<file path="src/rtl/dma_arb_pkg.sv">
package dma_arb_pkg;
  localparam int NUM_CH = 10;
  localparam int SEL_W = 2;
  localparam int UFLOW_SRC = 0;
  localparam int UFLOW_DST = 5;

  typedef enum logic [SEL_W-1:0] {
    SRC_SOFT    = 2'd0,
    SRC_PERIPH  = 2'd1,
    SRC_CASCADE = 2'd2,
    SRC_OFF     = 2'd3
  } reqSrc_e;

  // Strobes from the grant control to the pending datapath.
  typedef struct packed {
    logic [NUM_CH-1:0] completeMask;
    logic [NUM_CH-1:0] underflowMask;
  } arbStrobes_t;

  // Channels whose single-transfer completion triggers the given target.
  function automatic logic [NUM_CH-1:0] cascadeSources(input int target);
    logic [NUM_CH-1:0] srcMask;
    srcMask = '0;
    case (target)
      0: srcMask[2] = 1'b1;
      1: srcMask[0] = 1'b1;
      2: srcMask[1] = 1'b1;
      3: srcMask[2] = 1'b1;
      4: srcMask[3] = 1'b1;
      5: srcMask[7] = 1'b1;
      6: srcMask[5] = 1'b1;
      7: srcMask[6] = 1'b1;
      8: srcMask[7] = 1'b1;
      9: srcMask[8] = 1'b1;
      default: srcMask = '0;
    endcase
    return srcMask;
  endfunction
endpackage

</file>
<file path="src/rtl/dmaArbPendPath.sv">
module dmaArbPendPath
  import dma_arb_pkg::*;
(
  input  logic                    clk,
  input  logic                    rstN,
  input  logic [NUM_CH-1:0]       chanEnable,
  input  logic [NUM_CH*SEL_W-1:0] srcSel,
  input  logic [NUM_CH-1:0]       swTrig,
  input  logic [NUM_CH-1:0]       periphReq,
  input  arbStrobes_t             strobes,
  output logic [NUM_CH-1:0]       pendQ
);
  logic [NUM_CH-1:0] periphPrevQ;
  logic [NUM_CH-1:0] reqEvent;

  always_ff @(posedge clk or negedge rstN) begin
    if (!rstN) periphPrevQ <= '0;
    else       periphPrevQ <= periphReq;
  end

  for (genvar ch = 0; ch < NUM_CH; ch++) begin : gChan
    reqSrc_e chSel;
    logic    cascadeHit;
    logic    chEvent;

    assign chSel = reqSrc_e'(srcSel[ch*SEL_W +: SEL_W]);

    if (ch == UFLOW_DST) begin : gUflowTarget
      assign cascadeHit = (|(strobes.completeMask & cascadeSources(ch)))
                          | strobes.underflowMask[UFLOW_SRC];
    end else begin : gPlainTarget
      assign cascadeHit = |(strobes.completeMask & cascadeSources(ch));
    end

    always_comb begin
      unique case (chSel)
        SRC_SOFT:    chEvent = swTrig[ch];
        SRC_PERIPH:  chEvent = periphReq[ch] & ~periphPrevQ[ch];
        SRC_CASCADE: chEvent = cascadeHit;
        default:     chEvent = 1'b0;
      endcase
    end

    assign reqEvent[ch] = chEvent;
  end

  // A new event wins over the completion clear; disabled channels drop their flag.
  always_ff @(posedge clk or negedge rstN) begin
    if (!rstN) pendQ <= '0;
    else       pendQ <= chanEnable & (reqEvent | (pendQ & ~strobes.completeMask));
  end
endmodule

</file>
<file path="src/rtl/dmaArbGrantCtl.sv">
module dmaArbGrantCtl
  import dma_arb_pkg::*;
(
  input  logic              clk,
  input  logic              rstN,
  input  logic [NUM_CH-1:0] pendQ,
  input  logic [NUM_CH-1:0] xferDone,
  input  logic [NUM_CH-1:0] cntUnderflow,
  output logic [NUM_CH-1:0] grantQ,
  output arbStrobes_t       strobes
);
  logic [NUM_CH-1:0] lowestPend;

  // Isolate the lowest set bit: the highest priority pending channel.
  assign lowestPend = pendQ & (~pendQ + NUM_CH'(1));

  assign strobes.completeMask  = xferDone & grantQ;
  assign strobes.underflowMask = cntUnderflow & grantQ;

  always_ff @(posedge clk or negedge rstN) begin
    if (!rstN)                      grantQ <= '0;
    else if (|strobes.completeMask) grantQ <= '0;
    else if (grantQ == '0)          grantQ <= lowestPend;
  end
endmodule

</file>
<file path="src/rtl/dma_req_arbiter.sv">
module dma_req_arbiter
  import dma_arb_pkg::*;
(
  input  logic                    clk,
  input  logic                    rstN,
  input  logic [NUM_CH-1:0]       chanEnable,
  input  logic [NUM_CH*SEL_W-1:0] srcSel,
  input  logic [NUM_CH-1:0]       swTrig,
  input  logic [NUM_CH-1:0]       periphReq,
  input  logic [NUM_CH-1:0]       xferDone,
  input  logic [NUM_CH-1:0]       cntUnderflow,
  output logic [NUM_CH-1:0]       grant,
  output logic                    busy
);
  logic [NUM_CH-1:0] pendQ;
  logic [NUM_CH-1:0] grantQ;
  arbStrobes_t       strobes;

  dmaArbPendPath u_pend (
    .clk        (clk),
    .rstN       (rstN),
    .chanEnable (chanEnable),
    .srcSel     (srcSel),
    .swTrig     (swTrig),
    .periphReq  (periphReq),
    .strobes    (strobes),
    .pendQ      (pendQ)
  );

  dmaArbGrantCtl u_ctl (
    .clk          (clk),
    .rstN         (rstN),
    .pendQ        (pendQ),
    .xferDone     (xferDone),
    .cntUnderflow (cntUnderflow),
    .grantQ       (grantQ),
    .strobes      (strobes)
  );

  assign grant = grantQ;
  assign busy  = |grantQ;
endmodule

</file>
<file path="config.mk">
export PLATFORM = sky130hd
export DESIGN_NAME = dma_req_arbiter
export DESIGN_NICKNAME = d
export VERILOG_FILES = /design/src/rtl/dma_arb_pkg.sv /design/src/rtl/dmaArbPendPath.sv /design/src/rtl/dmaArbGrantCtl.sv /design/src/rtl/dma_req_arbiter.sv
export SDC_FILE = /design/constraint.sdc
export NUM_CORES = 1
export LEC_CHECK = 0
export ABC_AREA = 1
export CAP_MARGIN = 20
export CELL_PAD_IN_SITES_DETAIL_PLACEMENT = 0
export CELL_PAD_IN_SITES_GLOBAL_PLACEMENT = 1
export CORE_AREA = 2 2 85 87
export CTS_CLUSTER_SIZE = 14
export DETAILED_ROUTE_END_ITERATION = 16
export DIE_AREA = 0 0 87 89
export GPL_ROUTABILITY_DRIVEN = 1
export GPL_TIMING_DRIVEN = 1
export PLACE_DENSITY_LB_ADDON = 0.3
export SLEW_MARGIN = 15
export SYNTH_ARGS = -nofsm -noshare
export SYNTH_HDL_FRONTEND = slang
export SYNTH_SLANG_ARGS = --single-unit
</file>
<file path="constraint.sdc">
create_clock -name clk -period 1.1 [get_ports clk]
set_input_delay 0.165 -clock clk [delete_from_list [all_inputs] [get_ports clk]]
set_output_delay 0.165 -clock clk [all_outputs]
set_load 0.01 [all_outputs]
</file>
==> results of run 1 <==
==> logic make-up after synthesis <==
kind of cell	after synthesis	synth area share, %
flops	30	46.7
simple gates	115	32.4
buf+inv	39	9.11
compound gates	32	11.8
==> path summary, 6_finish.rpt <==
check                                      start                    end  slack [ps]  cells past startpoint
setup / recovery                 u_ctl.grantQ[8]                   busy        -270                      5
hold / removal                              rstN  u_pend.periphPrevQ[7]         340                      2
setup reg to reg                 u_ctl.grantQ[5]        u_ctl.grantQ[2]        -180                      6
hold reg to reg            u_pend.periphPrevQ[1]        u_pend.pendQ[1]         550                      3
max in group asynchronous                   rstN  u_pend.periphPrevQ[6]         330                      3
min in group clk                    periphReq[5]  u_pend.periphPrevQ[5]         350                      1
==> layout make-up <==
cell class / count / area [um^2]
fillers: 685 / 3670
repair buffers: 106 / 1070
multi-input cells: 148 / 910
flip-flops and latches: 30 / 751
inverters: 39 / 146
well taps: 80 / 100
clock buffers: 7 / 76.3
==> metrics by stage <==
step	utilization (%)	total power [mW]	hold slack [ps]	worst slack, ps	TNS [ps]
2_1_floorplan	-	3.10	-131	-17.0	-62.2
5_1_grt	45.4	7.33	348	-373	-3320
3_3_place_gp	39.5	4.75	115	-399	-6070
6_report	45.4	6.79	345	-274	-2050
4_1_cts	43.7	6.48	344	-300	-2420
3_5_place_dp	39.5	4.76	113	-426	-6340
==> critical path, cell delays in order (launching register included) <==
cell,delay (ps)
dfrtp_1,390
nor2_1,160
nand3_2,100
inv_1,90
nand2_2,70
buf_6,120
==> sequential cells by signal, indices dropped and copies added, names as in the netlist <==
signal,flops
u_pend.periphPrevQ,10
u_pend.pendQ,10
u_ctl.grantQ,10
==> routing by layer <==
layer  vias up  share of wire (%)  GRT usage [%]
met3         7                5.1           4.06
met1       811                 43           15.3
met4         0                1.3           4.83
met2        35                 51           22.7
li1        913                  -              -
met5         -                  0              0
==> power by group through the flow <==
stage	registers [mW]	logic, mW	clock network (mW)
after floorplan	1.60	1.51	0
after global placement	1.46	3.29	0
after detailed placement	1.46	3.30	0
after CTS	1.47	4.15	0.865
after global routing	1.49	4.92	0.920
final	1.47	4.50	0.825
==> layout by cell type (no fill, tap or decap) <==
cell,n
nand3_2,1
a21boi_1,4
buf_4,13
a21oi_2,5
buf_12,1
nor2_8,1
nand2_4,10
nand2_2,15
a21oi_1,6
dfrtp_1,30
dlygate4sd3_1,1
nand2_1,37
nor3_1,2
nand4_1,8
nor2_1,19
o22ai_1,4
o21ai_1,2
buf_2,1
nor2_2,6
clkbuf_1,2
o21ai_2,3
clkbuf_8,5
nand3_4,2
nor2_4,4
inv_2,2
buf_6,29
nand3b_1,1
o21ai_0,2
nand3_1,10
clkdlybuf4s50_1,61
inv_1,37
a21boi_2,2
o21a_1,4
==> what timing repair did <==
action / 4_1_cts / 5_1_grt
gates cloned: 1 / 0
buffers inserted: 3 / 6
setup endpoints to repair: 26 / 27
gates resized for setup: 103 / 39
pin swaps: 12 / 24
endpoints found under the hold margin: 13 / 0
hold buffers: 1 / 0
==> results.md, run 1 <==
- Status: finished, violations left
- Failing checks: setup timing
- Clock share of power: 12.1%
- Worst IR drop on VDD: 0.941 mV
- # setup viols final: 14
- # clock sinks: 30
- Slew at the pin closest to its max-slew limit: 395 ps
- Clock skew: 6.65 ps
- Critical Path RT: 940 ps
- Total global-route track usage: 13.1%
- Post-synthesis area per instance: 7.44 um^2
- Count of cell types in the netlist: 17
- Yosys reg bits: 30
- CTS root buf: clkbuf_8
- Yosys top cell area share: 46.7%
- Chip Height: 89 um
- CTS H-Tree Depth: 2
- Crit Path Max Fanout: 2
- Combinational fraction of design power: 66.3%
- Die X: 87 um
- CTS tree: yes
- Cell Area, Placed: 2660 um^2
- Grt ovf: 0
- Ys Warns: 0
- Layout cell share with drive strength beyond 1: 30.3%
- Peak Freq: 0.728 GHz
- Max-cap violation count: 0
- Largest net degree at the start of global routing: 18
- Hpwl dp: 3700 um
- Site row count: 30
- Fin crit share: 125%
- # DRC: 0
- Worst Path Arrival: 1210 ps
- Hold Path Class: in2async
- CTS Buffer Depth: 2
- WL/cell: 11.7 um
- Hold Vio Cnt, Final: 0
- PwrDens: 2220 nW/um^2
- Drt total wl: 4790 um
- Layout Nets: 402
- Synthesis-to-layout area growth: 89.9%
- Vias in the first global route: 1757
- Number of flops mapped to enable cells by yosys: 0
- Final instance area: 3050 um^2
- Setup WS post-layout: -274 ps
- First-pass GRT wire length: 7750 um
- Count leader, synth: nand2_1
- Async S/R FF share, synth: 100%
- Initial antenna violation count: 0
- Clk_lat worst skew: 280 ps
- Placer Congestion: 0.716
- Final non-filler cell total: 410
- CTS clk-pin slew, worst paths: 60 ps
- Leak pwr: 1.49 nW
- First DRT Iteration DRCs: 47
- Crit start category: flop
- Num ports: 83
- Vias per inst: 4.31
- First-pass DRT Iterations: 4
- RSZ-0062 raised after global routing: true
- Synth top area cells: dfrtp_1, nand2_1, inv_1
- Number of port buffers: 73
- Register area share after synthesis: 46.7%
- Synth Flop Type: dfrtp_1
- Switch share: 41.8%
- Flop pwr share: 21.6%
- Post-Syn Instances: 216
- Post-synth top area cell: dfrtp_1
- Antenna Cells: 0
- Fin. max-slew vios: 0
- Synthesized area: 1610 um^2
- Critical Path End Type: primary output
- Inserted Clock Buffers: 5
- Die ar.: 7740 um^2
- Core footprint: 6720 um^2
- Synth top cells by count: nand2_1, inv_1, dfrtp_1, nor2_1
- Fin crit period: 1370 ps
- Post-route antenna net violation count: 0
- Net Sw Power: 2.84 mW
- Effective utilization at floorplan: 23.9%
- Via Count: 1766
- Cell internal pwr: 3.96 mW
- Placed Cells: 397
- Setup Crit Path Kind: reg2out
- Slew headroom: 73.7%
- Post-synth net total: 288
No activity file was read; power rests on OpenSTA's default activity.
==> run 2: changes to the inputs <==
CTS_CLUSTER_DIAMETER = 50   (was unset)
==> results of run 2 <==
Final layout, timing and power as in run 1 (identical DEF).
==> run 3: changes to the inputs <==
CORE_AREA = 2 2 81 83   (was 2 2 85 87)
DIE_AREA = 0 0 83 85   (was 0 0 87 89)
HOLD_SLACK_MARGIN = 0.03   (was unset)
clock period = 1.56 ns   (was 1.1 ns; I/O delays follow)
==> results.md, run 3 (synthesized netlist as in run 1, its figures left out) <==
- Combinational fraction of design power: 56.9% (was 66.3%)
- Critical Path RT: 1330 ps (was 940 ps)
- Clock share of power: 16.7% (was 12.1%)
- Layout cell share with drive strength beyond 1: 12.4% (was 30.3%)
- Die X: 83 um (was 87 um)
- Clock skew: 4.41 ps (was 6.65 ps)
- Num ports: 83 (unchanged)
- CTS H-Tree Depth: 2 (unchanged)
- Vias per inst: 4.27 (was 4.31)
- First DRT Iteration DRCs: 55 (was 47)
- Worst-path cell chain: nor2_2 -> inv_1 -> nor2_2 -> nand2_2 -> clkdlybuf4s15_2 (was nor2_1 -> nand3_2 -> inv_1 -> nand2_2 -> buf_6)
- Fin crit share: 97.5%
- First-pass DRT Iterations: 4 (unchanged)
- Hold Vio Cnt, Final: 0 (unchanged)
- Max-cap violation count: 0 (unchanged)
- Final non-filler cell total: 392 (was 410)
- Net Sw Power: 1.57 mW (was 2.84 mW)
- Die ar.: 7060 um^2 (was 7740 um^2)
- Hold Path Class: in2async (unchanged)
- Worst Path Arrival: 1290 ps (was 1210 ps)
- Layout Nets: 386 (was 402)
- Grt ovf: 0 (unchanged)
- Slew headroom: 73.0% (was 73.7%)
- # clock sinks: 30 (unchanged)
- Post-CTS setup buffers: 0 (was 3)
- Antenna Cells: 0 (unchanged)
- Number of port buffers: 73 (unchanged)
- FF-to-FF path depth: 8 (was 6)
- # DRC: 0 (unchanged)
- Crit Path Max Fanout: 2 (unchanged)
- Top flop regs: u_ctl.grantQ: 10 flops, u_pend.pendQ: 10 flops, u_pend.periphPrevQ: 10 flops (unchanged)
- Initial antenna violation count: 0 (unchanged)
- Peak Freq: 0.657 GHz
- Drt total wl: 4270 um (was 4790 um)
- CTS Hold Bufs: 0 (was 1)
- Via Count: 1673 (was 1766)
- CTS tree: yes (unchanged)
- Inserted Clock Buffers: 5 (unchanged)
- Largest net degree at the start of global routing: 31 (was 18)
- Fin crit period: 1520 ps
- First-pass GRT wire length: 7310 um (was 7750 um)
- Setup Crit Path Kind: reg2out (unchanged)
- Worst IR drop on VDD: 0.698 mV (was 0.941 mV)
- CTS Buffer Depth: 2 (unchanged)
- Critical Path End Type: primary output (unchanged)
- Status: completed (was finished, violations left)
- Most frequent cells in the layout: clkdlybuf4s50_1, nand2_1, inv_1 (was clkdlybuf4s50_1, inv_1, nand2_1)
- Vias in the first global route: 1645 (was 1757)
- Synthesis-to-layout area growth: 67.0% (was 89.9%)
- Post-route antenna net violation count: 0 (unchanged)
- # setup viols final: 0 (was 14)
- Critical Path Most Common Cell: nor2_2
- Final Power: 3.90 mW (was 6.79 mW)
- Crit start category: flop (unchanged)
- Switch share: 40.2% (was 41.8%)
- CTS clk-pin slew, worst paths: 70 ps (was 60 ps)
- RSZ-0062 raised after global routing: true (unchanged)
- Total global-route track usage: 13.0% (was 13.1%)
- CP peak stage delay: 390 ps (about the same)
- PwrDens: 1450 nW/um^2 (was 2220 nW/um^2)
- Site row count: 29 (was 30)
- Cell Area, Placed: 2570 um^2 (was 2660 um^2)
- Cell internal pwr: 2.33 mW (was 3.96 mW)
- Final instance area: 2690 um^2 (was 3050 um^2)
- Flop pwr share: 26.4% (was 21.6%)
- Fin. max-slew vios: 0 (unchanged)
- Placer Congestion: 0.740 (was 0.716)
- Placed Cells: 384 (was 397)
- Clk_lat worst skew: 280 ps (about the same)
- Most common cell after layout, fill and taps aside: clkdlybuf4s50_1 (unchanged)
- Chip Height: 85 um (was 89 um)
- CTS root buf: clkbuf_8 (unchanged)
- Core footprint: 6200 um^2 (was 6720 um^2)
- Hpwl dp: 3410 um (was 3700 um)
- Slew at the pin closest to its max-slew limit: 405 ps (was 395 ps)
- Slowest-stage cell, CP: dfrtp_1 (unchanged)
- Effective utilization at floorplan: 25.9% (was 23.9%)
- Leak pwr: 1.40 nW (was 1.49 nW)
- Hold Slack: 354 ps (was 345 ps)
- WL/cell: 10.9 um (was 11.7 um)
run 3: cell count changes in the layout (fill, tap and decap cells not counted), sizes merged, moves of 2 or more:
cell           delta
dlymetal6s2s      +6
buf              -26
clkdlybuf4s50     +3
dlygate4sd2       +2
run 3: routing by layer:
layer	part of all wire, %	track usage [%]	vias to the layer above
met4	1.9	4.92	0
met5	0	0	-
met1	44	15.4	754
met3	4.9	4.38	6
met2	49	21.9	36
li1	-	-	877
run 3: final cells by class:
class	instances	area, um^2
Fill cell	656	3520
Timing Repair Buffer	91	880
Sequential cell	30	751
Multi-Input combinational cell	147	721
Inverter	39	146
Tap cell	77	96.3
Clock buffer	7	86.3
Clock inverter	1	5.00
run 3: worst paths after layout:
kind / startpoint / slack (ps) / end
worst min register to register: u_pend.periphPrevQ[3] / 560 / u_pend.pendQ[3]
worst max-delay path: u_ctl.grantQ[0] / 40 / busy
min in group clk: periphReq[3] / 410 / u_pend.periphPrevQ[3]
max in group asynchronous: rstN / 910 / u_pend.periphPrevQ[2]
worst min-delay path: rstN / 350 / u_pend.periphPrevQ[6]
worst max register to register: u_ctl.grantQ[5] / 190 / u_ctl.grantQ[7]
run 3: repair_timing:
item / 4_1_cts / 5_1_grt
resized for setup: 6 / 8
endpoints found under the hold margin: 0 / 0
pin swaps: 1 / 0
cloned: 0 / 0
endpoints found under the setup margin: 3 / 9
run 3: power by group through the flow:
stage                     clock (mW)  combinational [mW]  sequential (mW)
after floorplan                    0                1.06             1.12
after global placement             0                2.24             1.04
after detailed placement           0                2.27             1.04
after CTS                      0.684                2.27             1.03
after global routing           0.714                2.51             1.05
final                          0.650                2.22             1.03
run 3: worst max-delay path, delay by kind of cell, from the launching register on:
family	cells	cell delay, ps
buffers and inverters	2	290
and+or+nand+nor	3	320
DFF	1	390
run 3: stage by stage:
step / setup WS [ps] / util (%) / TNS [ps]
4_1_cts: 4.37 / 42.9 / 0
3_3_place_gp: 42.7 / 41.4 / 0
6_report: 39.0 / 43.3 / 0
2_1_floorplan: 442 / - / 0
5_1_grt: -38.3 / 43.3 / -38.3
3_5_place_dp: -15.8 / 41.4 / -15.8
